==> config.mk <==
export PLATFORM = sky130hd
export DESIGN_NAME = cobs_unstuff
export DESIGN_NICKNAME = d
export VERILOG_FILES = /design/src/rtl/cobs_unstuff_pkg.sv /design/src/rtl/cobs_unstuff_core.sv /design/src/rtl/cobs_unstuff_skid.sv /design/src/rtl/cobs_unstuff.sv
export SDC_FILE = /design/constraint.sdc
export NUM_CORES = 1
export LEC_CHECK = 0
export BUFFER_PORTS_ARGS = -buffer_cell sky130_fd_sc_hd__buf_4
export CORE_UTILIZATION = 25
export CTS_BUF_LIST = sky130_fd_sc_hd__clkbuf_8
export DETAILED_ROUTE_END_ITERATION = 8
export GPL_TIMING_DRIVEN = 0
export PLACE_DENSITY = 0.37
export REMOVE_ABC_BUFFERS = 1
export SETUP_SLACK_MARGIN = 0.1
export SYNTH_ARGS = -nofsm -noshare
export SYNTH_HDL_FRONTEND = slang
export SYNTH_HIERARCHICAL = 1
export SYNTH_SLANG_ARGS = --single-unit
==> constraint.sdc <==
create_clock -name clk -period 4.5 [get_ports clk]
set_input_delay 0.225 -clock clk [delete_from_list [all_inputs] [get_ports clk]]
set_output_delay 0.225 -clock clk [all_outputs]
set_load 0.1 [all_outputs]
==> src/rtl/cobs_unstuff_pkg.sv <==
`timescale 1ns / 1ps
package cobs_unstuff_pkg;
    localparam int BYTE_W = 8;
    localparam logic [BYTE_W-1:0] FULL_CODE = {BYTE_W{1'b1}};

    typedef logic [BYTE_W-1:0] byte_t;

    typedef struct packed {
        byte_t data;
        logic  last;
        logic  err;
    } beat_t;

    typedef enum logic [1:0] {
        ST_CODE  = 2'd0,
        ST_DATA  = 2'd1,
        ST_FLUSH = 2'd2
    } dec_state_e;

    // a segment shorter than the maximum implies a zero before the next one
    function automatic logic implies_zero(byte_t code);
        return code != FULL_CODE;
    endfunction
endpackage

==> src/rtl/cobs_unstuff_core.sv <==
`timescale 1ns / 1ps
module cobs_unstuff_core
    import cobs_unstuff_pkg::*;
#(
    parameter bit ZERO_DELIM = 1'b0
) (
    input  logic  clk,
    input  logic  rst,
    input  byte_t in_data,
    input  logic  in_valid,
    output logic  in_ready,
    input  logic  in_last,
    input  logic  in_err,
    output beat_t dn_beat,
    output logic  dn_valid,
    input  logic  dn_ready
);
    dec_state_e state_q, state_d;
    byte_t      remain_q, remain_d;
    logic       full_q, full_d;
    logic       zdue_q, zdue_d;
    logic       err_q, err_d;
    logic       pv_q, pv_d;
    byte_t      pd_q, pd_d;

    logic  accept, is_zero, ends, produce;
    byte_t prod_byte;

    assign in_ready = (state_q != ST_FLUSH) && dn_ready;
    assign accept   = in_valid && in_ready;
    assign is_zero  = (in_data == '0);
    assign ends     = ZERO_DELIM ? is_zero : in_last;

    always_comb begin
        state_d   = state_q;
        remain_d  = remain_q;
        full_d    = full_q;
        zdue_d    = zdue_q;
        err_d     = err_q;
        pv_d      = pv_q;
        pd_d      = pd_q;
        produce   = 1'b0;
        prod_byte = '0;
        dn_valid  = 1'b0;
        dn_beat   = '0;
        if (state_q == ST_FLUSH) begin
            if (pv_q || err_q) begin
                dn_valid     = 1'b1;
                dn_beat.data = pv_q ? pd_q : '0;
                dn_beat.last = 1'b1;
                dn_beat.err  = err_q;
            end
            if (dn_ready || !(pv_q || err_q)) begin
                state_d  = ST_CODE;
                remain_d = '0;
                full_d   = 1'b0;
                zdue_d   = 1'b0;
                err_d    = 1'b0;
                pv_d     = 1'b0;
            end
        end else if (accept) begin
            if (is_zero) begin
                // in delimiter mode the zero only closes the frame
                if (!ZERO_DELIM) err_d = 1'b1;
            end else if (state_q == ST_CODE) begin
                if (zdue_q) begin
                    produce   = 1'b1;
                    prod_byte = '0;
                end
                remain_d = in_data - 1'b1;
                full_d   = (in_data == FULL_CODE);
                if (in_data == byte_t'(1)) begin
                    zdue_d  = 1'b1;
                    state_d = ST_CODE;
                end else begin
                    zdue_d  = 1'b0;
                    state_d = ST_DATA;
                end
            end else begin
                produce   = 1'b1;
                prod_byte = in_data;
                remain_d  = remain_q - 1'b1;
                if (remain_q == byte_t'(1)) begin
                    state_d = ST_CODE;
                    zdue_d  = !full_q;
                end
            end
            if (produce) begin
                if (pv_q) begin
                    dn_valid     = 1'b1;
                    dn_beat.data = pd_q;
                end
                pv_d = 1'b1;
                pd_d = prod_byte;
            end
            if (ends) begin
                if (state_d == ST_DATA) err_d = 1'b1;
                if (in_err) err_d = 1'b1;
                state_d = ST_FLUSH;
            end
        end
    end

    always_ff @(posedge clk) begin
        if (rst) begin
            state_q  <= ST_CODE;
            remain_q <= '0;
            full_q   <= 1'b0;
            zdue_q   <= 1'b0;
            err_q    <= 1'b0;
            pv_q     <= 1'b0;
            pd_q     <= '0;
        end else begin
            state_q  <= state_d;
            remain_q <= remain_d;
            full_q   <= full_d;
            zdue_q   <= zdue_d;
            err_q    <= err_d;
            pv_q     <= pv_d;
            pd_q     <= pd_d;
        end
    end

    // a frame that is closing leaves the flush state once the output has room
    a_r6_flush_exits: assert property (@(posedge clk) disable iff (rst)
        (state_q == ST_FLUSH && dn_ready) |=> (state_q == ST_CODE));

    // a pending zero only waits at a segment boundary
    a_r3_zero_due_at_boundary: assert property (@(posedge clk) disable iff (rst)
        zdue_q |-> (state_q != ST_DATA));

    // a full segment never leaves a zero pending
    a_r4_full_no_zero: assert property (@(posedge clk) disable iff (rst)
        (state_q == ST_DATA && full_q && remain_q == byte_t'(1) && accept && !is_zero)
        |=> !zdue_q);
endmodule

==> src/rtl/cobs_unstuff_skid.sv <==
`timescale 1ns / 1ps
module cobs_unstuff_skid
    import cobs_unstuff_pkg::*;
(
    input  logic  clk,
    input  logic  rst,
    input  beat_t up_beat,
    input  logic  up_valid,
    output logic  up_ready,
    output beat_t dn_beat,
    output logic  dn_valid,
    input  logic  dn_ready
);
    beat_t main_q, spare_q;
    logic  mv_q, sv_q;

    assign up_ready = !sv_q;
    assign dn_beat  = main_q;
    assign dn_valid = mv_q;

    always_ff @(posedge clk) begin
        if (rst) begin
            mv_q    <= 1'b0;
            sv_q    <= 1'b0;
            main_q  <= '0;
            spare_q <= '0;
        end else if (dn_ready || !mv_q) begin
            if (sv_q) begin
                main_q <= spare_q;
                mv_q   <= 1'b1;
                sv_q   <= 1'b0;
            end else begin
                mv_q <= up_valid;
                if (up_valid) main_q <= up_beat;
            end
        end else if (up_valid && !sv_q) begin
            spare_q <= up_beat;
            sv_q    <= 1'b1;
        end
    end

    a_r12_hold_stable: assert property (@(posedge clk) disable iff (rst)
        (mv_q && !dn_ready) |=> (mv_q && $stable(main_q)));

    a_r12_spare_behind_main: assert property (@(posedge clk) disable iff (rst)
        sv_q |-> mv_q);

    a_r1_reset_empties: assert property (@(posedge clk)
        rst |=> (!mv_q && !sv_q));

    a_r7_err_with_last: assert property (@(posedge clk) disable iff (rst)
        (mv_q && main_q.err) |-> main_q.last);
endmodule

==> src/rtl/cobs_unstuff.sv <==
`timescale 1ns / 1ps
module cobs_unstuff
    import cobs_unstuff_pkg::*;
#(
    parameter bit ZERO_DELIM = 1'b0
) (
    input  logic       clk,
    input  logic       rst,
    input  logic [7:0] in_data,
    input  logic       in_valid,
    output logic       in_ready,
    input  logic       in_last,
    input  logic       in_err,
    output logic [7:0] out_data,
    output logic       out_valid,
    input  logic       out_ready,
    output logic       out_last,
    output logic       out_err
);
    beat_t mid_beat, tail_beat;
    logic  mid_valid, mid_ready;

    cobs_unstuff_core #(.ZERO_DELIM(ZERO_DELIM)) u_core (
        .clk      (clk),
        .rst      (rst),
        .in_data  (in_data),
        .in_valid (in_valid),
        .in_ready (in_ready),
        .in_last  (in_last),
        .in_err   (in_err),
        .dn_beat  (mid_beat),
        .dn_valid (mid_valid),
        .dn_ready (mid_ready)
    );

    cobs_unstuff_skid u_skid (
        .clk      (clk),
        .rst      (rst),
        .up_beat  (mid_beat),
        .up_valid (mid_valid),
        .up_ready (mid_ready),
        .dn_beat  (tail_beat),
        .dn_valid (out_valid),
        .dn_ready (out_ready)
    );

    assign out_data = tail_beat.data;
    assign out_last = tail_beat.last;
    assign out_err  = tail_beat.err;
endmodule

==> results of run 1 <==
==> registers in the layout, indices dropped and copies added (netlist names) <==
name	count
u_core/state_q	2
u_core/pv_q	1
u_core/pd_q	8
u_skid/dn_valid	1
u_core/remain_q	8
u_core/full_q	1
u_core/zdue_q	1
u_skid/dn_beat	10
u_skid/spare_q	10
u_core/err_q	1
u_skid/sv_q	1
==> worst min-delay path, delay by kind of cell <==
family | cells | cell delay, ps
AOI/OAI and AO/OA | 1 | 60
buffers and inverters | 1 | 120
and+or+nand+nor | 1 | 50
==> power groups by stage <==
stage                     registers, W  clock network (W)  logic [W]
final                         0.000429           0.000328   0.000215
after floorplan               0.000475                  0   0.000109
after global routing          0.000432           0.000351   0.000234
after CTS                     0.000428           0.000341   0.000216
after global placement        0.000438                  0   0.000216
after detailed placement      0.000437                  0   0.000215
==> worst min path at each step <==
stage	from	endpoint	cells after the start
after floorplan	rst	u_skid/dn_beat[0]$_SDFFE_PP0P_	1
after global placement	u_skid/spare_q[7]$_SDFFE_PP0P_	u_skid/spare_q[7]$_SDFFE_PP0P_	2
after detailed placement	u_core/full_q$_SDFFE_PP0P_	u_core/full_q$_SDFFE_PP0P_	2
after CTS	in_last	u_core/state_q[1]$_SDFFE_PP0P_	3
after global routing	in_last	u_core/state_q[1]$_SDFFE_PP0P_	3
final	in_last	u_core/state_q[1]$_SDFFE_PP0P_	3
==> synthesized netlist by cell type, types with 3 or more instances <==
| cell type | count |
|---|---|
| and2_1 | 12 |
| nand2b_1 | 3 |
| a22oi_1 | 10 |
| nand2_1 | 28 |
| o31ai_1 | 3 |
| or4_1 | 3 |
| nor4_1 | 3 |
| xnor2_1 | 3 |
| nand3_1 | 4 |
| a21oi_1 | 31 |
| o22ai_1 | 3 |
| nor3_1 | 8 |
| or3_1 | 4 |
| inv_1 | 8 |
| buf_2 | 7 |
| o211ai_1 | 3 |
| ha_1 | 5 |
| nand4_1 | 3 |
| a211oi_2 | 10 |
| nor2_1 | 21 |
| o21ai_0 | 4 |
| mux2i_1 | 10 |
| clkbuf_1 | 8 |
| dfxtp_1 | 44 |
| nor3b_1 | 3 |
==> layer usage <==
metal  up-vias  share of wire, %  global-route usage (%)  wire length, um
met4         0              0.93                   3.679               61
li1       1072                 -                       -                -
met1       994                49                   17.54             3224
met3         7               2.4                   2.358              157
met5         -                 0                       0                0
met2        30                48                   22.55             3150
==> per-stage QoR <==
| step | cell area [um^2] | power (W) | setup WS, ps |
|---|---|---|---|
| floorplan | 2335 | 0.0005840 | 1704 |
| global placement | 2684 | 0.0006533 | 679.5 |
| detailed placement | 2698 | 0.0006520 | 1182 |
| CTS | 2814 | 0.0009854 | 1171 |
| global route | 2814 | 0.001017 | 941.1 |
| finish | 2814 | 0.0009719 | 1262 |
==> cell families after synthesis <==
group / after synthesis / synth area share (%)
muxes: 11 / 4.576
adders and majority gates: 5 / 2.571
xor gates and xnor gates: 3 / 1.080
and+or+nand+nor: 108 / 24.06
buffers and inverters: 28 / 5.450
AOI/OAI and AO/OA: 87 / 26.07
DFF: 44 / 36.20
==> layout make-up <==
cell class | instances | share of cell area (%)
Timing Repair Buffer | 26 | 6.936
Inverter | 9 | 1.201
Clock buffer | 5 | 2.446
Sequential cell | 44 | 31.30
Multi-Input combinational cell | 214 | 50.69
Tap cell | 129 | 5.736
Clock inverter | 3 | 1.690
==> metrics.md, run 1 <==
| Metric | Value |
|---|---|
| Status | finished clean |
| Gate power share | 22.1% |
| Count of pins over their slew limit | 0 |
| Port bufs | 25 |
| Synth Cell Area | 0.002434 mm^2 |
| Worst VDD drop | 0.0001132 V |
| Final Hold Violating Endpoints | 0 |
| Commonest cells after routing, fill and taps aside | dfxtp_1 (44), a21oi_1 (31), nand2_1 (28), buf_4 (26), nor2_1 (21) |
| Detailed placer's ending HPWL | 4521 um |
| Area Growth Syn to Fin | 15.63% |
| Reg2reg end | u_skid/dn_beat[2]$_SDFFE_PP0P_ |
| Clk slew on worst S/H paths | 100 ps |
| Total wire length | 6594 um |
| # nets final | 319 |
| Slowest-stage cell, CP | dfxtp_1 |
| Commonest non-fill, non-tap cell in the layout | dfxtp_1 |
| Fin crit share | 71.95% |
| Critical path, cell by cell | inv_2 -> nand2_1 -> a2111o_1 -> a21oi_2 -> or2_1 -> or2_1 -> and2_1 -> a211oi_2 |
| Filler cells | 988 |
| Most used cell, CP | or2_1 |
| Io pins | 26 |
| Flop2flop setup slack | 1260 ps |
| Min-delay worst type | primary input to register |
| Clock skew | 11.26 ps |
| CP bufs+invs | 1 |
| Slew headroom | 7.790% |
| Total track usage | 13.38% |
| Kind of critical path | register to register |
| Max incr delay on CP | 570 ps |
| Register Area | 880.8 um^2 |
| Worst reg2reg startpoint | u_skid/sv_q$_SDFFE_PP0P_ |
| Final Critical Period | 3238 ps |
| Top cells by area, synth | dfxtp_1 (36%), a21oi_1 (6.4%), a211oi_2 (5.1%) |
| CTS max path bufs | 2 |
| Multi-input gate area | 0.001426 mm^2 |
| Share of layout cells above drive strength 1 | 16.94% |
| Critical path destination | u_skid/dn_beat[2]$_SDFFE_PP0P_ |
| DR pass1 iterations | 4 |
| Fin Hold WS | 193.4 ps |
| Startpoint types | register |
| Synth unique cells | 61 |
| Cells after synthesis | 286 |
| Register area share after synthesis | 36.20% |
| Clk root buf | clkbuf_8 |
| First-pass GRT wire length | 10470 um |
| Initial core utilization | 26.09% |
| Delay-heaviest family, CP | simple AND/OR/NAND/NOR gates |
| Clock sink count | 44 |
| Power Density | 345.4 mW/mm^2 |
| Worst slew pin tran | 1374 ps |
| Switch share | 33.29% |
| N_diodes | 0 |
| P_int | 0.0006484 W |
| Post-synth top area cell | dfxtp_1 |
| Via count | 2103 |
| Vias in the first global route | 1913 |
| Top cell type's share of synthesized area | 36.20% |
| Clk pwr share | 33.8% |
| Initial antenna violation count | 0 |
| Psw | 0.0003235 W |
| Drt via density | 4.891 |
| Antenna-violating nets left | 0 |
| Final core occ | 30.17% |
| Routability cong. | 0.7505 |
| # DRC | 0 |
| CTS H-tree lvls | 2 |
| Die height | 100.7 um |
| Initial DRC count | 80 |
| Setup TNS Final | 0 ps |
| CTS tree | built |
| #FFs+latches synth | 44 |
| Worst skew pair latency | 310 ps |
| Final setup fails | 0 |
| # Post-CTS Setup Buffers | 0 |
| CTS Hold Bufs | 0 |
| Die area | 0.01013 mm^2 |
| Yosys warning count | 6 |
| Flop pwr share | 44.1% |
| Crit. End Element | register |
| Final global-route overflow total | 0 |
| F_max | 0.3089 GHz |
| Avg WL per Cell | 15.33 um |
| Die Wd | 100.7 um |
| Finished Layout Cells | 430 |
| CP required | 4670 ps |
| EDFF count, synth | 0 |
| Post-cts sizing count | 0 |
| CP Max Fanout | 15 |
| Top FF cell, synth | dfxtp_1 |
| # rows | 35 |
| Synth Area per Inst | 8.509 um^2 |
| Critical path arrival | 3400 ps |
| Number of max-cap violations | 0 |
| Largest net degree at the start of global routing | 45 |
| Lkg Pwr | 0.9392 nW |
| CTS buffer count | 5 |
| WP depth | 8 |
| Worst R2R Path Depth | 8 |
| Core area | 0.009328 mm^2 |
| Placed Instances | 422 |
| Post-synth ARST share | 0% |
| RSZ-0062 raised after global routing | no |
| Critical path launch point | u_skid/sv_q$_SDFFE_PP0P_ |
Note: power is estimated with default switching activity, not from simulation.
==> run 2, diff against run 1 <==
--- a/config.mk
+++ b/config.mk
@@ -5,12 +5,13 @@
 export SDC_FILE = /design/constraint.sdc
 export NUM_CORES = 1
 export LEC_CHECK = 0
+export ABC_AREA = 1
 export BUFFER_PORTS_ARGS = -buffer_cell sky130_fd_sc_hd__buf_4
 export CORE_UTILIZATION = 25
 export CTS_BUF_LIST = sky130_fd_sc_hd__clkbuf_8
 export DETAILED_ROUTE_END_ITERATION = 8
 export GPL_TIMING_DRIVEN = 0
-export PLACE_DENSITY = 0.37
+export PLACE_DENSITY = 0.36
 export REMOVE_ABC_BUFFERS = 1
 export SETUP_SLACK_MARGIN = 0.1
 export SYNTH_ARGS = -nofsm -noshare
==> constraint.sdc (replaced) <==
create_clock -name clk -period 3.3 [get_ports clk]
set_input_delay 0.165 -clock clk [delete_from_list [all_inputs] [get_ports clk]]
set_output_delay 0.165 -clock clk [all_outputs]
set_load 0.1 [all_outputs]
==> run 2 against run 1 <==
Effect of this change:
- via count rose by 10%
- worst hold slack got worse by 52 ps
- maximum frequency grew 18%
- largest cell class unchanged
- highest routed layer unchanged
==> metrics.md, run 2 <==
| Metric | Value |
|---|---|
| Post-synth ARST share | 0% |
| Detailed placer's ending HPWL | 4745 um |
| Crit. End Element | register |
| Number of max-cap violations | 0 |
| CTS tree | built |
| Via count | 2318 |
| Hold path startpoint | in_data[2] |
| Min-delay worst type | primary input to register |
| Clock sink count | 44 |
| Commonest cells after routing, fill and taps aside | nand2_1 (79), nor2_1 (62), inv_1 (53), dfxtp_1 (44), buf_4 (25) |
| Worst R2R Path Depth | 12 |
| Avg WL per Cell | 12.49 um |
| First-pass GRT wire length | 10810 um |
| Flop2flop setup slack | 550 ps |
| Critical path, cell by cell | nor2_4 -> inv_1 -> o21ai_4 -> nand2_1 -> nand2_2 -> o21ai_0 -> inv_1 -> nand2_2 -> nand2_2 -> nand2_1 -> nand2_1 -> nor2_1 |
| Register area share after synthesis | 35.56% |
| DR pass1 iterations | 4 |
| Share of layout cells above drive strength 1 | 15.75% |
| Kind of critical path | register to register |
| EDFF count, synth | 0 |
| Commonest non-fill, non-tap cell in the layout | nand2_1 |
| Hold Path Cell Cnt | 3 |
| Total track usage | 13.71% |
| Finished Cell Area | 0.002875 mm^2 |
| Final Critical Period | 2752 ps |
| CTS buffer count | 5 |
| Top cells by area, synth | dfxtp_1 (36%), nand2_1 (12%), nor2_1 (9.5%) |
| Multi-input gate area | 0.001319 mm^2 |
| Gate power share | 25.7% |
| Count leader, synth | nand2_1 |
| RSZ-0062 raised after global routing | no |
| Clock skew | 5.269 ps |
| Initial core utilization | 26.31% |
| Core area | 0.009415 mm^2 |
| CTS Hold Bufs | 0 |
| Die area | 0.01031 mm^2 |
| F_max | 0.3634 GHz |
| Psw | 0.0004792 W |
| Worst VDD drop | 0.0001593 V |
| Synth unique cells | 35 |
| Cells after synthesis | 377 |
| Register Area | 880.8 um^2 |
| Slowest-stage cell, CP | dfxtp_1 |
| Post-DP Area | 0.002760 mm^2 |
| Initial DRC count | 104 |
| CP required | 3510 ps |
| Synth Area per Inst | 6.571 um^2 |
| Reg2reg end | u_skid/dn_beat[8]$_SDFFE_PP0P_ |
| # DRC | 0 |
| Clk pwr share | 29.1% |
| Yosys warning count | 6 |
| Critical path launch point | u_core/state_q[0]$_SDFFE_PP0P_ |
| Status | finished clean |
| Clk slew on worst S/H paths | 100 ps |
| Fin Hold WS | 141.5 ps |
| Final Hold Violating Endpoints | 0 |
| Flop pwr share | 45.1% |
| Die Wd | 101.5 um |
| Area Growth Syn to Fin | 16.06% |
| Filler cells | 1077 |
| Top cells by instance count after synthesis | nand2_1 (80), nor2_1 (63), inv_1 (53) |
| # nets final | 418 |
| Io pins | 26 |
| CP bufs+invs | 2 |
| Critical path arrival | 2960 ps |
| Drt via density | 4.382 |
| Final global-route overflow total | 0 |
| Vias in the first global route | 2191 |
| Lkg Pwr | 1.233 nW |
| Top cell type's share of synthesized area | 35.56% |
| Total wire length | 6608 um |
| Slew headroom | 51.16% |
| Routability cong. | 0.7807 |
| Post-synth top area cell | dfxtp_1 |
| Top FF cell, synth | dfxtp_1 |
| Worst slew pin tran | 731.6 ps |
| CP Max Fanout | 20 |
| Initial antenna violation count | 0 |
| Port bufs | 25 |
| Power Density | 456.9 mW/mm^2 |
| P_int | 0.0008346 W |
| Synth Cell Area | 0.002477 mm^2 |
| Worst reg2reg startpoint | u_core/state_q[0]$_SDFFE_PP0P_ |
| Largest net degree at the start of global routing | 23 |
| Count of pins over their slew limit | 0 |
| # rows | 35 |
| Max incr delay on CP | 470 ps |
| Switch share | 36.47% |
| Fin crit share | 83.40% |
| Clk root buf | clkbuf_8 |
| Antenna-violating nets left | 0 |
| Startpoint types | register |
| #FFs+latches synth | 44 |
| Hold EP | u_core/pd_q[2]$_SDFFE_PP0P_ |
| CTS max path bufs | 2 |
| Delay-heaviest family, CP | simple AND/OR/NAND/NOR gates |
| Final setup fails | 0 |
| Pwr Total | 0.001314 W |
| CTS H-tree lvls | 2 |
| Die height | 101.5 um |
| Worst skew pair latency | 300 ps |
| N_diodes | 0 |
## run 2: worst min-delay path, stage by stage
cell	delay, ps
buf_4	120
nand2_1	60
a21oi_1	50
## run 2: power groups by stage
stage | combinational [W] | clock (W) | sequential [W]
after floorplan | 0.000182 | 0 | 0.000665
after global placement | 0.000338 | 0 | 0.000605
after detailed placement | 0.000337 | 0 | 0.000605
after CTS | 0.000339 | 0.000410 | 0.000593
after global routing | 0.000376 | 0.000427 | 0.000599
final | 0.000338 | 0.000383 | 0.000593
## run 2: how the worst max path moves through the flow
stage	to	slack [ps]	cells past startpoint
2_1_floorplan	u_skid/dn_beat[0]$_SDFFE_PP0P_	610	14
3_3_place_gp	u_skid/dn_beat[6]$_SDFFE_PP0P_	-450	12
3_5_place_dp	u_skid/dn_beat[5]$_SDFFE_PP0P_	-380	12
4_1_cts	u_skid/dn_beat[5]$_SDFFE_PP0P_	150	12
5_1_grt	u_skid/dn_beat[3]$_SDFFE_PP0P_	210	15
6_report	u_skid/dn_beat[8]$_SDFFE_PP0P_	550	12
## run 2: kinds of logic after synthesis
logic type,share of synthesized area [%]
AOI/OAI and AO/OA,13.84
DFF,35.56
adders and majority gates,2.525
xor gates and xnor gates,1.061
buffers and inverters,11.92
and+or+nand+nor,35.10
## run 2: per-layer routing
layer / vias up / wire length (um) / global-route usage [%]
met5: - / 0 / 0
met4: 0 / 56 / 3.902
met3: 5 / 202 / 2.484
met2: 42 / 2810 / 21.15
met1: 1041 / 3538 / 19.40
li1: 1230 / - / -
## run 2: what timing repair did
item	in CTS	in global routing
endpoints found under the setup margin	20	20
buffers inserted	0	0
gates resized for setup	2	2
## run 2: area by class of cell
class	count	share of cell area, %
Multi-Input combinational cell	264	45.87
Sequential cell	44	30.64
Inverter	59	7.963
Timing Repair Buffer	25	6.527
Tap cell	129	5.614
Clock buffer	6	2.872
Clock inverter	2	0.5222
## run 2: metrics by stage
| step | setup WS (ps) | setup TNS (ps) | std cells | util, % |
|---|---|---|---|---|
| detailed placement | -380.7 | -3699 | 521 | 29.32 |
| CTS | 152.7 | 0 | 529 | 30.41 |
| finish | 547.9 | 0 | 529 | 30.54 |
| global route | 213.5 | 0 | 529 | 30.54 |
| global placement | -447.9 | -4433 | 521 | 29.32 |
| floorplan | 605.4 | 0 | 367 | - |
